==> src/rtl/pix_repack_pkg.sv <==
package pix_repack_pkg;

  localparam int unsigned SYM_W_DEF     = 8;
  localparam int unsigned WORD_SYMS_DEF = 8;
  localparam int unsigned PIX_SYMS_DEF  = 4;
  localparam int unsigned RGB_SYMS_DEF  = 3;

  // Number of narrow beats a wide beat splits into.
  function automatic int unsigned chunk_count(int unsigned in_syms, int unsigned out_syms);
    return in_syms / out_syms;
  endfunction

  // Index width for a chunk counter; never zero.
  function automatic int unsigned idx_width(int unsigned chunks);
    return (chunks > 1) ? $clog2(chunks) : 1;
  endfunction

  // Output bytes produced by one input word.
  function automatic int unsigned bytes_per_word(int unsigned word_syms, int unsigned pix_syms,
                                                 int unsigned rgb_syms);
    return (word_syms / pix_syms) * rgb_syms;
  endfunction

endpackage

==> src/rtl/sym_narrow.sv <==
module sym_narrow
  import pix_repack_pkg::*;
#(
  parameter int unsigned SYM_W    = 8,
  parameter int unsigned IN_SYMS  = 8,
  parameter int unsigned OUT_SYMS = 4
) (
  input  logic                      clk,
  input  logic                      rst_n,
  input  logic                      in_valid,
  output logic                      in_ready,
  input  logic [SYM_W*IN_SYMS-1:0]  in_data,
  input  logic                      in_sop,
  input  logic                      in_eop,
  output logic                      out_valid,
  input  logic                      out_ready,
  output logic [SYM_W*OUT_SYMS-1:0] out_data,
  output logic                      out_sop,
  output logic                      out_eop
);

  localparam int unsigned IN_W   = SYM_W * IN_SYMS;
  localparam int unsigned OUT_W  = SYM_W * OUT_SYMS;
  localparam int unsigned CHUNKS = chunk_count(IN_SYMS, OUT_SYMS);
  localparam int unsigned IDX_W  = idx_width(CHUNKS);
  localparam int unsigned CNT_W  = IDX_W + 1;
  localparam logic [IDX_W-1:0] LAST_IDX = IDX_W'(CHUNKS - 1);

  logic [IN_W-1:0]  word_q;
  logic             full_q;
  logic [IDX_W-1:0] idx_q;
  logic             sop_q;
  logic             eop_q;
  logic [CNT_W-1:0] sent_q;

  // Named events for assertions
  logic in_fire;
  logic out_fire;
  logic last_chunk;

  logic [OUT_W-1:0] chunk [CHUNKS];

  // Most significant chunk leaves first
  for (genvar g = 0; g < CHUNKS; g++) begin : g_chunk
    assign chunk[g] = word_q[IN_W-1-g*OUT_W -: OUT_W];
  end

  assign last_chunk = (idx_q == LAST_IDX);
  assign out_valid  = full_q;
  assign out_fire   = full_q && out_ready;
  assign in_ready   = !full_q || (last_chunk && out_ready);
  assign in_fire    = in_valid && in_ready;
  assign out_sop    = sop_q && (idx_q == '0);
  assign out_eop    = eop_q && last_chunk;

  always_comb begin
    out_data = '0;
    for (int i = 0; i < CHUNKS; i++) begin
      if (idx_q == IDX_W'(i)) out_data = chunk[i];
    end
  end

  always_ff @(posedge clk) begin
    if (!rst_n) begin
      full_q <= 1'b0;
      idx_q  <= '0;
      sop_q  <= 1'b0;
      eop_q  <= 1'b0;
    end else if (in_fire) begin
      full_q <= 1'b1;
      idx_q  <= '0;
      sop_q  <= in_sop;
      eop_q  <= in_eop;
    end else if (out_fire) begin
      if (last_chunk) begin
        full_q <= 1'b0;
        idx_q  <= '0;
      end else begin
        idx_q <= idx_q + IDX_W'(1);
      end
    end
  end

  always_ff @(posedge clk) begin
    if (in_fire) word_q <= in_data;
  end

  // Chunks handed on since the last load, kept for the checks below
  always_ff @(posedge clk) begin
    if (!rst_n)        sent_q <= '0;
    else if (in_fire)  sent_q <= '0;
    else if (out_fire) sent_q <= sent_q + CNT_W'(1);
  end

  AST_NARROW_HOLD: assert property (@(posedge clk) disable iff (!rst_n)
    out_valid && !out_ready |=> out_valid && $stable(out_data) && $stable(out_sop) && $stable(out_eop));

  AST_NO_OVERWRITE: assert property (@(posedge clk) disable iff (!rst_n)
    in_fire && full_q |-> out_fire && (sent_q == CNT_W'(CHUNKS - 1)));

  AST_NO_EXTRA_CHUNK: assert property (@(posedge clk) disable iff (!rst_n)
    out_fire |-> sent_q < CNT_W'(CHUNKS));

endmodule

==> src/rtl/px_trim.sv <==
module px_trim #(
  parameter int unsigned SYM_W     = 8,
  parameter int unsigned IN_SYMS   = 4,
  parameter int unsigned KEEP_SYMS = 3
) (
  input  logic                       clk,
  input  logic                       rst_n,
  input  logic                       in_valid,
  output logic                       in_ready,
  input  logic [SYM_W*IN_SYMS-1:0]   in_data,
  input  logic                       in_sop,
  input  logic                       in_eop,
  output logic                       out_valid,
  input  logic                       out_ready,
  output logic [SYM_W*KEEP_SYMS-1:0] out_data,
  output logic                       out_sop,
  output logic                       out_eop
);

  localparam int unsigned IN_W   = SYM_W * IN_SYMS;
  localparam int unsigned KEEP_W = SYM_W * KEEP_SYMS;

  logic              vld_q;
  logic [KEEP_W-1:0] rgb_q;
  logic              sop_q;
  logic              eop_q;
  logic              in_fire;

  // Upper padding symbols are dropped here
  logic unused_pad;
  assign unused_pad = ^in_data[IN_W-1:KEEP_W];

  assign in_ready  = !vld_q || out_ready;
  assign in_fire   = in_valid && in_ready;
  assign out_valid = vld_q;
  assign out_data  = rgb_q;
  assign out_sop   = sop_q;
  assign out_eop   = eop_q;

  always_ff @(posedge clk) begin
    if (!rst_n)        vld_q <= 1'b0;
    else if (in_fire)  vld_q <= 1'b1;
    else if (out_ready) vld_q <= 1'b0;
  end

  always_ff @(posedge clk) begin
    if (in_fire) begin
      rgb_q <= in_data[KEEP_W-1:0];
      sop_q <= in_sop;
      eop_q <= in_eop;
    end
  end

  AST_TRIM_HOLD: assert property (@(posedge clk) disable iff (!rst_n)
    out_valid && !out_ready |=> out_valid && $stable(out_data) && $stable(out_sop) && $stable(out_eop));

  AST_TRIM_PASS: assert property (@(posedge clk) disable iff (!rst_n)
    in_fire |=> out_valid && (out_data == $past(in_data[KEEP_W-1:0])));

endmodule

==> src/rtl/pix_repack.sv <==
module pix_repack
  import pix_repack_pkg::*;
#(
  parameter int unsigned SYM_W     = SYM_W_DEF,
  parameter int unsigned WORD_SYMS = WORD_SYMS_DEF,
  parameter int unsigned PIX_SYMS  = PIX_SYMS_DEF,
  parameter int unsigned RGB_SYMS  = RGB_SYMS_DEF
) (
  input  logic                       clk,
  input  logic                       rst_n,
  input  logic                       in_valid,
  output logic                       in_ready,
  input  logic [SYM_W*WORD_SYMS-1:0] in_data,
  input  logic                       in_sop,
  input  logic                       in_eop,
  output logic                       out_valid,
  input  logic                       out_ready,
  output logic [SYM_W-1:0]           out_data,
  output logic                       out_sop,
  output logic                       out_eop
);

  localparam int unsigned PIX_W   = SYM_W * PIX_SYMS;
  localparam int unsigned RGB_W   = SYM_W * RGB_SYMS;
  localparam int unsigned BPW     = bytes_per_word(WORD_SYMS, PIX_SYMS, RGB_SYMS);
  localparam int unsigned PH_W    = idx_width(BPW);
  localparam logic [PH_W-1:0] PH_LAST = PH_W'(BPW - 1);

  // Word to pixel
  logic             px_valid, px_ready, px_sop, px_eop;
  logic [PIX_W-1:0] px_data;
  // Pixel to colour triple
  logic             rgb_valid, rgb_ready, rgb_sop, rgb_eop;
  logic [RGB_W-1:0] rgb_data;

  sym_narrow #(.SYM_W(SYM_W), .IN_SYMS(WORD_SYMS), .OUT_SYMS(PIX_SYMS)) i_word_split (
    .clk(clk), .rst_n(rst_n),
    .in_valid(in_valid), .in_ready(in_ready), .in_data(in_data), .in_sop(in_sop), .in_eop(in_eop),
    .out_valid(px_valid), .out_ready(px_ready), .out_data(px_data), .out_sop(px_sop), .out_eop(px_eop)
  );

  px_trim #(.SYM_W(SYM_W), .IN_SYMS(PIX_SYMS), .KEEP_SYMS(RGB_SYMS)) i_trim (
    .clk(clk), .rst_n(rst_n),
    .in_valid(px_valid), .in_ready(px_ready), .in_data(px_data), .in_sop(px_sop), .in_eop(px_eop),
    .out_valid(rgb_valid), .out_ready(rgb_ready), .out_data(rgb_data), .out_sop(rgb_sop), .out_eop(rgb_eop)
  );

  sym_narrow #(.SYM_W(SYM_W), .IN_SYMS(RGB_SYMS), .OUT_SYMS(1)) i_byte_ser (
    .clk(clk), .rst_n(rst_n),
    .in_valid(rgb_valid), .in_ready(rgb_ready), .in_data(rgb_data), .in_sop(rgb_sop), .in_eop(rgb_eop),
    .out_valid(out_valid), .out_ready(out_ready), .out_data(out_data), .out_sop(out_sop), .out_eop(out_eop)
  );

  // Position of the current output byte within its word's group
  logic            out_fire;
  logic [PH_W-1:0] byte_phase_q;

  assign out_fire = out_valid && out_ready;

  always_ff @(posedge clk) begin
    if (!rst_n) byte_phase_q <= '0;
    else if (out_fire) byte_phase_q <= (byte_phase_q == PH_LAST) ? '0 : byte_phase_q + PH_W'(1);
  end

  AST_SOP_FIRST_BYTE: assert property (@(posedge clk) disable iff (!rst_n)
    out_valid && out_sop |-> byte_phase_q == '0);

  AST_EOP_LAST_BYTE: assert property (@(posedge clk) disable iff (!rst_n)
    out_valid && out_eop |-> byte_phase_q == PH_LAST);

  AST_MARK_EXCLUSIVE: assert property (@(posedge clk) disable iff (!rst_n)
    out_valid |-> !(out_sop && out_eop));

endmodule

==> config.mk <==
export PLATFORM = sky130hd
export DESIGN_NAME = pix_repack
export DESIGN_NICKNAME = d
export VERILOG_FILES = /design/src/rtl/pix_repack_pkg.sv /design/src/rtl/sym_narrow.sv /design/src/rtl/px_trim.sv /design/src/rtl/pix_repack.sv
export SDC_FILE = /design/constraint.sdc
export NUM_CORES = 1
export LEC_CHECK = 0
export ABC_CLOCK_PERIOD_IN_PS = 2540
export BUFFER_PORTS_ARGS = -buffer_cell sky130_fd_sc_hd__buf_2
export CAP_MARGIN = 15
export CELL_PAD_IN_SITES_DETAIL_PLACEMENT = 1
export CELL_PAD_IN_SITES_GLOBAL_PLACEMENT = 2
export CORE_MARGIN = 3
export CORE_UTILIZATION = 40
export CTS_BUF_LIST = sky130_fd_sc_hd__clkbuf_4 sky130_fd_sc_hd__clkbuf_8
export CTS_CLUSTER_DIAMETER = 120
export DETAILED_ROUTE_END_ITERATION = 12
export GPL_TIMING_DRIVEN = 0
export HOLD_SLACK_MARGIN = 0.06
export PLACE_DENSITY = 0.88
export SYNTH_ARGS = -nofsm -noshare
export SYNTH_HDL_FRONTEND = slang
export SYNTH_HIERARCHICAL = 1
export SYNTH_SLANG_ARGS = --single-unit
==> constraint.sdc <==
create_clock -name clk -period 2.54 [get_ports clk]
set_input_delay 0.508 -clock clk [delete_from_list [all_inputs] [get_ports clk]]
set_output_delay 0.508 -clock clk [all_outputs]
set_load 0.02 [all_outputs]
# Word-level counts from Yosys, hierarchy flattened
# Index checks and enable logic that the tools add are counted.
dict set report classes {
  addsub 2
  n_eq_ne 2
  mux 14
  bitwise 2
  reduce_logical 26
}
# operator count
set op_table {}
lappend op_table {{$mux W24} 1}
lappend op_table {{$mux W8} 3}
lappend op_table {{$logic_and A1 B1 Y1} 10}
lappend op_table {{$reduce_bool A2 Y1} 5}
lappend op_table {{$mux W1} 9}
lappend op_table {{$reduce_and A2 Y1} 2}
lappend op_table {{$reduce_or A2 Y1} 2}
lappend op_table {{$logic_not A1 Y1} 3}
lappend op_table {{$logic_or A1 B1 Y1} 3}
lappend op_table {{$add A2 B1 Y2 const B} 1}
lappend op_table {{$eq A2 B1 Y1 const B} 1}
lappend op_table {{$eq A2 B2 Y1 const B} 1}
lappend op_table {{$logic_not A2 Y1} 1}
lappend op_table {{$mux W2} 1}
lappend op_table {{$not A1 Y1} 2}
lappend op_table {{$add A1 B1 Y1 const B} 1}
dict set report word_totals {
  regBits 116
  in_bits 70
  out_inout_bits 12
  elab_cells 60
}

# Depth between registers and ports, before layout
# Gate-level depths: netlist of the first run.
dict set report depth {
  word_depth 9
  ltp_mapped 6
  depth_no_buf 6
}

# Cells and area by module
# The synthesis of the first run kept the hierarchy.
# mod instances cells_each area_per_inst_um2 seq_area_each_um2
set modules_own_cells {}
lappend modules_own_cells {{sym_narrow (i_word_split)} 1 121 2627.5 2001.9}
lappend modules_own_cells {{sym_narrow (i_byte_ser)} 1 76 1122.3 820.8}
lappend modules_own_cells {px_trim 1 31 838.3 800.8}

# Worst setup path before layout of the first run
# Ideal clock, no wire load.
dict set report synth_timing {
  path_type {input to register}
  from {input out_ready}
  to {register i_word_split.word_q[0] (netlist: i_word_split/chunk[0]), enable pin}
  setup_time_ps 402
  t_arrival_ps 1946
  path_slack_ps 191
  cell_stages 5
  n_path_buf 0
  path_cell_list {nand3b_1 > nand2_1 > nand2b_4 > a21boi_4 > nor2b_4}
}
dict set report synth_via {
  elab_chain_cells 6
}
# item line
set synth_rtl {}
lappend synth_rtl {{from (decl)} pix_repack.sv:17} ;# input logic out_ready,
lappend synth_rtl {{$logic_and A1 B1 Y1} sym_narrow.sv:51} ;# assign in_ready = !full_q || (last_chunk && out_ready);
lappend synth_rtl {{$logic_or A1 B1 Y1} sym_narrow.sv:51}
lappend synth_rtl {{via rgb_ready} pix_repack.sv:33} ;# logic rgb_valid, rgb_ready, rgb_sop, rgb_eop;
lappend synth_rtl {{$logic_or A1 B1 Y1} px_trim.sv:33} ;# assign in_ready = !vld_q || out_ready;
lappend synth_rtl {{via px_ready} pix_repack.sv:30} ;# logic px_valid, px_ready, px_sop, px_eop;
lappend synth_rtl {{$logic_and A1 B1 Y1} sym_narrow.sv:51}
lappend synth_rtl {{$logic_or A1 B1 Y1} sym_narrow.sv:51}
lappend synth_rtl {{$logic_and A1 B1 Y1} sym_narrow.sv:52} ;# assign in_fire = in_valid && in_ready;
lappend synth_rtl {{via i_word_split.in_fire} sym_narrow.sv:37} ;# logic in_fire;
lappend synth_rtl {{to (signal assigned)} sym_narrow.sv:85} ;# if (in_fire) word_q <= in_data;
lappend synth_rtl {{to (decl)} sym_narrow.sv:29} ;# logic [IN_W-1:0] word_q;
# The timed path passes the listed nets, and every way through them passes these cells.
# A chain may end at the register's enable or synchronous reset.

# Final worst setup path of the first run
dict set report layout_timing {
  from {register i_byte_ser.idx_q[0]}
  to {output in_ready}
}
dict set report layout_via {
  elab_chain_cells 6
}
# item line
set layout_rtl {}
lappend layout_rtl {{from (decl)} sym_narrow.sv:31} ;# logic [IDX_W-1:0] idx_q;
lappend layout_rtl {{from (signal assigned)} sym_narrow.sv:79} ;# idx_q <= idx_q + IDX_W'(1);
lappend layout_rtl {{$eq A2 B2 Y1} sym_narrow.sv:48} ;# assign last_chunk = (idx_q == LAST_IDX);
lappend layout_rtl {{$logic_and A1 B1 Y1} sym_narrow.sv:51}
lappend layout_rtl {{$logic_or A1 B1 Y1} sym_narrow.sv:51}
lappend layout_rtl {{via rgb_ready} pix_repack.sv:33}
lappend layout_rtl {{$logic_or A1 B1 Y1} px_trim.sv:33}
lappend layout_rtl {{via px_ready} pix_repack.sv:30}
lappend layout_rtl {{$logic_and A1 B1 Y1} sym_narrow.sv:51}
lappend layout_rtl {{$logic_or A1 B1 Y1} sym_narrow.sv:51}
lappend layout_rtl {{to (decl)} pix_repack.sv:12} ;# output logic in_ready,
# The timed path passes the listed nets, and every way through them passes these cells.

==> out/summary.txt, run 1 <==
Setup CP Type: reg2out
Post-CTS setup buffer count: 0
Synth Instances: 204
CTS tree: done
Final worst path period share: 0.825
Seq. cell area: 3140 µm²
Final setup margin: 0.445 ns
I/O Pins: 82
Via count: 1923
Critical Path AT: 1.59 ns
Wirelength, routed: 6.77 mm
Root buf cell: clkbuf_8
Ant diodes: 0
Max Slew Vio Count: 0
Clock Skews: 0.00866 ns
R2R Setup Slk: 0.55 ns
Die H: 106 µm
Worst Reg-to-Reg Cells: 6
GPL Wtd Cong: 0.681
Hold Path Sink: i_word_split/chunk[15]
Met3 Use GR: 0.0425
Port bufs: 65
Hold path startpoint: in_data[15]
Std-Cell Core Area: 9460 µm²
Critical Path Start Type: flop
Met2 Use GR: 0.233
Global route total overflow: 0
Clock Path Buffers: 2
1st-pass router iterations: 4
RSZ-0062 raised after global routing: no
# clock sinks: 108
Area of the multi-input gates: 786 µm²
Final setup fails: 0
Largest net degree at the start of global routing: 33
H-Tree Depth: 3
Setup TNS: 0 ns
Highest net fanout along the worst path: 4
Post-CTS Hold Fix Bufs: 0
Fin. Hold Viols: 0
Detail Placement HPWL: 4.85 mm
Worst VDD drop: 0.000353 V
Number of max-cap violations: 0
Detailed Route Iter0 Violations: 64
Status: completed
First-pass GRT wire length: 10.7 mm
Initial antenna violation count: 0
Filler Cells Inserted: 923
DP Worst Slack: 0.295 ns
Hold WC Path Type: in2reg
Syn nets: 274
Detail-routed net length per standard cell: 16.3 µm
Total Nets Final: 352
Worst slew pin tran: 0.678 ns
Post-CTS Resized: 0
Area Overhead vs Synth: 19.1%
Relative slew slack: 0.545
CP endpoint kind: output pin
Syn avg cell area: 19.6 µm²
Routed Antenna Nets: 0
All-Layer GR Usage: 0.128
Vias per inst: 4.62
Leak Pwr: 1.76 nW
DRC Markers: 0
Critical path required time: 2.03 ns
Row count: 35
Clock Latency Late Sink: 0.35 ns
Fmax: 477 MHz
YS warnings: 6
Met1 GRT Util: 0.142
Reg2Reg Launch Point: i_byte_ser/idx_q[0]
Layout cell share with drive strength beyond 1: 0.418
Min-Delay Path Depth: 1
GRT Max-Usage Layer: met2
Die width: 106 µm
Die Footprint: 11200 µm²
Worst r2r dst: i_word_split/chunk[52]
Tmin final: 2.09 ns
Power density over cell area: 739 nW/µm²
Worst-path clk slew: 0.10 ns
Area of the mapped netlist: 4000 µm²
Vias in the first global route: 2108
CTS buffer count: 9
Starting Density: 0.423
-- report_power, final --
| part | leakage [nW] | switching [W] | internal, W |
|---|---|---|---|
| sequential | 1.01 | 0.0000329 | 0.00207 |
| combinational | 0.637 | 0.000140 | 0.000137 |
| clock | 0.110 | 0.000545 | 0.000597 |
-- routing by layer --
metal | part of all wire | routed length [µm]
met1 | 0.40 | 2690
met2 | 0.53 | 3610
met3 | 0.058 | 394
met4 | 0.012 | 80
met5 | 0 | 0
-- through the flow --
step           power, W  hold WS, ns  std cells   util  instance area [µm²]
5_1_grt         0.00368        0.286        416  0.503                 4760
3_5_place_dp    0.00243        0.406        400  0.479                 4530
2_1_floorplan   0.00231        0.400        204      -                 4000
4_1_cts         0.00358        0.303        416  0.503                 4760
6_report        0.00352        0.324        416  0.503                 4760
3_3_place_gp    0.00240        0.401        398  0.474                 4490
-- area by class of cell --
class,instances,share of cell area
clock inverter,5,0.0176
multi-input combinational,87,0.165
clock buffer,11,0.0305
buffer,7,0.0131
tap,129,0.0339
sequential,108,0.660
inverter,2,0.00158
timing repair buffer,67,0.0783
-- registers in the layout, indices dropped and copies added, names as in the netlist, 2 cells and up --
name                cells
i_word_split/chunk     48
i_byte_ser/idx_q        2
i_byte_ser/chunk       24
i_trim/out_data        24
-- how the worst max path moves through the flow --
| stage | start | to |
|---|---|---|
| after global placement | out_ready | i_word_split/chunk[35] |
| final | i_byte_ser/idx_q[0] | in_ready |
| after detailed placement | out_ready | i_word_split/chunk[3] |
| after CTS | i_byte_ser/idx_q[0] | in_ready |
| after global routing | i_byte_ser/idx_q[0] | in_ready |
| after floorplan | out_ready | i_word_split/chunk[0] |
-- placed cells by master, fill, tap and decap left out, types with 2 or more instances in the layout --
cell type and instances:
clkinvlp_4 2, o21ai_1 8, edfxtp_1 98, bufinv_16 2
a32oi_1 2, inv_1 2, nor2b_1 5, nand2_1 18
and2_1 2, a21boi_2 2, mux2_4 22, clkbuf_8 10
dfxtp_1 10, buf_6 4, o21a_1 2, mux2i_1 13
mux2_2 2, nor2_1 2, buf_2 67
-- worst max-delay path: stages, from the launching register on --
cell and delay (ns):
dfxtp_1 0.37, nand3b_1 0.18, nand2_1 0.09, nand2b_4 0.18, a21boi_4 0.20, inv_1 0.07
buf_2 0.16
No activity file was read; power rests on OpenSTA's default activity.
==> run 2: changes to the inputs <==
Settings changed: ABC_AREA from default to 1, ABC_CLOCK_PERIOD_IN_PS 2540 to 1700, CORE_UTILIZATION 40 to 36, PLACE_DENSITY 0.88 to 0.89.
Clock period 2.54 ns to 1.7 ns, I/O delays scaled along.
==> run 2 against run 1 <==
  * The flow now finishes with violations (negative setup slack)
  * First-iteration DRC count up 45%
  * Routed wire length up 26%
  * Combinational power up 77%
  * Critical path depth unchanged
  * Final area up 6.2%
  * Largest cell class unchanged
  * Largest power group unchanged
  * Highest routed layer unchanged
==> out/summary.txt, run 2 <==
Min-Delay Path Depth: 1
Number of max-cap violations: 0
Area of the mapped netlist: 3920 µm²
Post-CTS Hold Fix Bufs: 0
Setup CP Type: reg2out
Critical Path AT: 1.39 ns
Hold path startpoint: in_data[48]
Status: complete, but fails checks
Most frequent cells in the layout: edfxtp_1 (98), nand2_1 (94), buf_2 (56)
CTS tree: done
Max Slew Vio Count: 0
Finished Core Util: 0.483
I/O Pins: 82
Die Footprint: 12200 µm²
1st-pass router iterations: 4
R2R Setup Slk: 0.07 ns
Row count: 37
# clock sinks: 108
Fmax: 579 MHz
Fin Hold WS: 0.143 ns
CTS buffer count: 9
GPL Wtd Cong: 0.803
Via count: 2345
DP Worst Slack: -0.379 ns
Worst VDD drop: 0.000529 V
Wirelength, routed: 8.52 mm
Power density over cell area: 1040 nW/µm²
Critical path required time: 1.36 ns
Tmin final: 1.73 ns
Starting Density: 0.375
Total Nets Final: 447
Leak Pwr: 2.03 nW
Area Overhead vs Synth: 28.9%
Fin. Hold Viols: 0
Global route total overflow: 0
Clock Path Buffers: 2
Die H: 110 µm
Port bufs: 65
Critical Path Start Type: flop
Final worst path period share: 1.02
Ant diodes: 0
Hold WC Path Type: in2reg
Worst-path clk slew: 0.10 ns
Setup TNS: -0.0556 ns
Hold Path Sink: i_word_split/chunk[48]
Vias per inst: 4.54
Syn nets: 352
All-Layer GR Usage: 0.145
Commonest non-fill, non-tap cell in the layout: edfxtp_1
Clock Latency Late Sink: 0.36 ns
Highest net fanout along the worst path: 8
Worst r2r dst: i_word_split/chunk[54]
Detail-routed net length per standard cell: 16.5 µm
RSZ-0062 raised after global routing: yes
Detailed Route Iter0 Violations: 93
Failing checks: negative setup slack
Final setup fails: 5
Root buf cell: clkbuf_8
Worst slew pin tran: 0.492 ns
Detail Placement HPWL: 5.54 mm
Reg2Reg Launch Point: i_byte_ser/idx_q[0]
Worst Reg-to-Reg Cells: 9
Relative slew slack: 0.671
Finished Cell Area: 5060 µm²
Syn avg cell area: 13.9 µm²
Largest net degree at the start of global routing: 31
Vias in the first global route: 2559
Final setup margin: -0.0282 ns
Routed Antenna Nets: 0
CP endpoint kind: output pin
YS warnings: 6
Clock Skews: 0.0135 ns
Std-Cell Core Area: 10500 µm²
DRC Markers: 0
Placed instance area: 4490 µm²
Max reg flops: 48
Synth Instances: 282
Initial antenna violation count: 0
H-Tree Depth: 3
Layout cell share with drive strength beyond 1: 0.378
First-pass GRT wire length: 13.5 mm
Die width: 110 µm
## run 2: final cells by class
type | count | area, µm²
Sequential cell | 108 | 3150
Buffer | 7 | 78.8
Tap cell | 136 | 170
Fill cell | 1104 | 5410
Inverter | 17 | 87.6
Clock inverter | 6 | 80.1
Clock buffer | 9 | 124
Timing Repair Buffer | 83 | 578
Multi-Input combinational cell | 151 | 787
## run 2: where the power goes
| part | leakage [nW] | internal (W) | total (W) | switching [W] |
|---|---|---|---|---|
| Clock | 0.100 | 0.000810 | 0.00163 | 0.000819 |
| Combinational | 0.918 | 0.000211 | 0.000490 | 0.000279 |
| Sequential | 1.01 | 0.00309 | 0.00316 | 0.0000676 |
## run 2: per-stage QoR
step | power, W | std cells
floorplan | 0.00342 | 282
global placement | 0.00357 | 483
detailed placement | 0.00362 | 485
CTS | 0.00532 | 510
global route | 0.00551 | 517
finish | 0.00528 | 517
## run 2: how the worst max path moves through the flow
stage / from / endpoint / slack, ns / cells after the start
6_report: i_byte_ser/idx_q[0] / out_data[7] / -0.03 / 6
5_1_grt: i_byte_ser/idx_q[1] / out_data[6] / -0.1 / 6
4_1_cts: i_byte_ser/idx_q[0] / out_data[7] / -0.05 / 5
3_5_place_dp: out_ready / i_word_split/chunk[3] / -0.38 / 8
3_3_place_gp: out_ready / i_word_split/chunk[34] / -0.63 / 7
2_1_floorplan: i_byte_ser/idx_q[0] / i_word_split/chunk[0] / -0.29 / 7
## run 2: repair_timing
| item | in CTS | in global routing |
|---|---|---|
| setup buffers | 9 | 7 |
| endpoints found under the setup margin | 108 | 48 |
| gates resized for setup | 43 | 16 |
| gates cloned | 1 | 0 |
| pin swaps | 10 | 6 |
## run 2: metal layers
metal	GRT usage	vias up	wire length [µm]
met5	0	-	0
met4	0.0525	0	160
met3	0.0395	13	333
met2	0.273	53	4840
met1	0.154	1130	3190
li1	-	1149	-
## run 2: worst max-delay path, stage by stage, from the launching register on
cell	delay, ns
dfxtp_4	0.37
buf_12	0.13
nor2_4	0.12
buf_12	0.14
nand2_2	0.07
nand3_4	0.09
buf_6	0.12
==> run 3: changes to the inputs <==
Settings changed: SETUP_SLACK_MARGIN from default to 0.3.
==> run 3 against run 2 <==
  * The flow now finishes without violations
  * Final area up 7.6%
  * Sequential power about the same
  * Cell count up 3.5%
  * Count of clock-buffer cells in the layout up 1
  * Sequential cell count unchanged
  * Worst setup slack better by 0.030 ns
  * Die area unchanged
  * Critical path depth up 2
==> out/summary.txt, run 3 (synthesis results as in run 2) <==
Setup TNS: 0 ns
GRT Max-Usage Layer: met2
Critical path required time: 1.36 ns
Largest stage delay, worst path: 0.40 ns
Met3 Use GR: 0.0290
Clock Latency Late Sink: 0.36 ns
1st-pass router iterations: 4
Largest net degree at the start of global routing: 31
Max Slew Vio Count: 0
Power Total: 0.00549 W
Final setup margin: 0.00224 ns
I/O Pins: 82
CTS tree: done
Finished Layout Cells: 535
Row count: 37
H-Tree Depth: 3
All-Layer GR Usage: 0.148
DP Cell Count: 485
Critical Path AT: 1.36 ns
Detail Placement HPWL: 5.50 mm
Commonest non-fill, non-tap cell in the layout: edfxtp_1
Status: completed
Worst VDD drop: 0.000465 V
Hold Path Sink: i_word_split/chunk[34]
Via count: 2475
Worst-path clk slew: 0.10 ns
Vias in the first global route: 2567
CP endpoint kind: output pin
Worst Reg-to-Reg Cells: 10
Slowest CP cell: dfxtp_4
Tmin final: 1.70 ns
Die Footprint: 12200 µm²
# clock sinks: 108
Std-Cell Core Area: 10500 µm²
Highest net fanout along the worst path: 4
Hold WC Path Type: in2reg
DRC Markers: 0
Final setup fails: 0
Min-Delay Path Depth: 1
CTS buffer count: 9
GPL Wtd Cong: 0.773
CP cell instances: inv_4, nand3_4, nand2_4, inv_4, nand2_8, nand2_8, nand2_8, buf_6
Finished Core Util: 0.520
Final worst path period share: 0.999
Leak Pwr: 2.18 nW
Die H: 110 µm
Critical Path Start Type: flop
Met2 Use GR: 0.264
Wirelength, routed: 9.57 mm
Filler Cells Inserted: 1063
Vias per inst: 4.63
Total Nets Final: 464
Post-CTS Hold Fix Bufs: 0
Die width: 110 µm
Starting Density: 0.375
R2R Setup Slk: 0.002 ns
Initial antenna violation count: 0
Setup CP Type: reg2out
Port bufs: 65
Power density over cell area: 1010 nW/µm²
Hold path startpoint: in_data[34]
Global route total overflow: 0
Layout cell share with drive strength beyond 1: 0.434
Area Overhead vs Synth: 38.7%
Number of max-cap violations: 0
Worst r2r dst: i_word_split/chunk[47]
Routed Antenna Nets: 0
Met1 GRT Util: 0.175
Fin. Hold Viols: 0
Most frequent cells in the layout: edfxtp_1 (98), nand2_1 (89), buf_2 (54)
Clock Skews: 0.0127 ns
RSZ-0062 raised after global routing: yes
DP Worst Slack: -0.393 ns
Detail-routed net length per standard cell: 17.9 µm
Relative slew slack: 0.789
Most frequent cell on the critical path: nand2_8
First-pass GRT wire length: 13.7 mm
Reg2Reg Launch Point: i_byte_ser/idx_q[0]
Clock Path Buffers: 2
Worst slew pin tran: 0.317 ns
Root buf cell: clkbuf_8
Max reg flops: 48
Detailed Route Iter0 Violations: 124
Fmax: 589 MHz
Ant diodes: 0
[run 3: worst max path at each step]
stage                              from                endpoint  slack [ns]  cells after the start
floorplan           i_byte_ser/idx_q[0]   i_word_split/chunk[0]       -0.29                      7
global placement              out_ready  i_word_split/chunk[34]       -0.63                      7
detailed placement            out_ready  i_word_split/chunk[54]       -0.39                      8
CTS                 i_byte_ser/idx_q[0]                in_ready        0.01                      8
global route        i_byte_ser/idx_q[0]                in_ready       -0.06                      8
finish              i_byte_ser/idx_q[0]                in_ready       0.002                      8
[run 3: stage by stage]
| stage | instance area [µm²] | hold WS, ns |
|---|---|---|
| after CTS | 5170 | 0.125 |
| after detailed placement | 4500 | 0.406 |
| after global placement | 4450 | 0.402 |
| after global routing | 5440 | 0.118 |
| final | 5440 | 0.146 |
| after floorplan | 3960 | 0.400 |
[run 3: layer usage]
| metal | up-vias | routed length (µm) |
|---|---|---|
| li1 | 1187 | - |
| met1 | 1198 | 3740 |
| met2 | 76 | 5270 |
| met3 | 14 | 351 |
| met4 | 0 | 207 |
| met5 | - | 0 |
[run 3: final cells by class]
class / instances / area, µm² / share of cell area
plain buffers: 7 / 78.8 / 0.0145
flip-flops and latches: 108 / 3150 / 0.579
repair inverters: 1 / 7.51 / 0.00138
multi-input cells: 151 / 842 / 0.155
repair buffers: 99 / 880 / 0.162
inverters: 17 / 92.6 / 0.0170
clock inverters: 6 / 88.8 / 0.0163
well taps: 136 / 170 / 0.0313
clock buffers: 10 / 131 / 0.0241
[run 3: where the power goes]
group	leakage (nW)	switching (W)	internal, W
Combinational	1.06	0.000332	0.000309
Sequential	1.01	0.0000691	0.00309
Clock	0.106	0.000837	0.000847
Total	2.18	0.00124	0.00425
[run 3: worst max-delay path, delay by kind of cell (launching register included)]
kind,cells,cell delay [ns]
DFF,1,0.40
and+or+nand+nor,5,0.32
buffers and inverters,3,0.28
[run 3: what timing repair did]
item                                    CTS  global route
resized for setup                        61            28
setup buffers                            18             8
pin swaps                                13             7
cloned                                    4             4
endpoints found under the setup margin  110           111
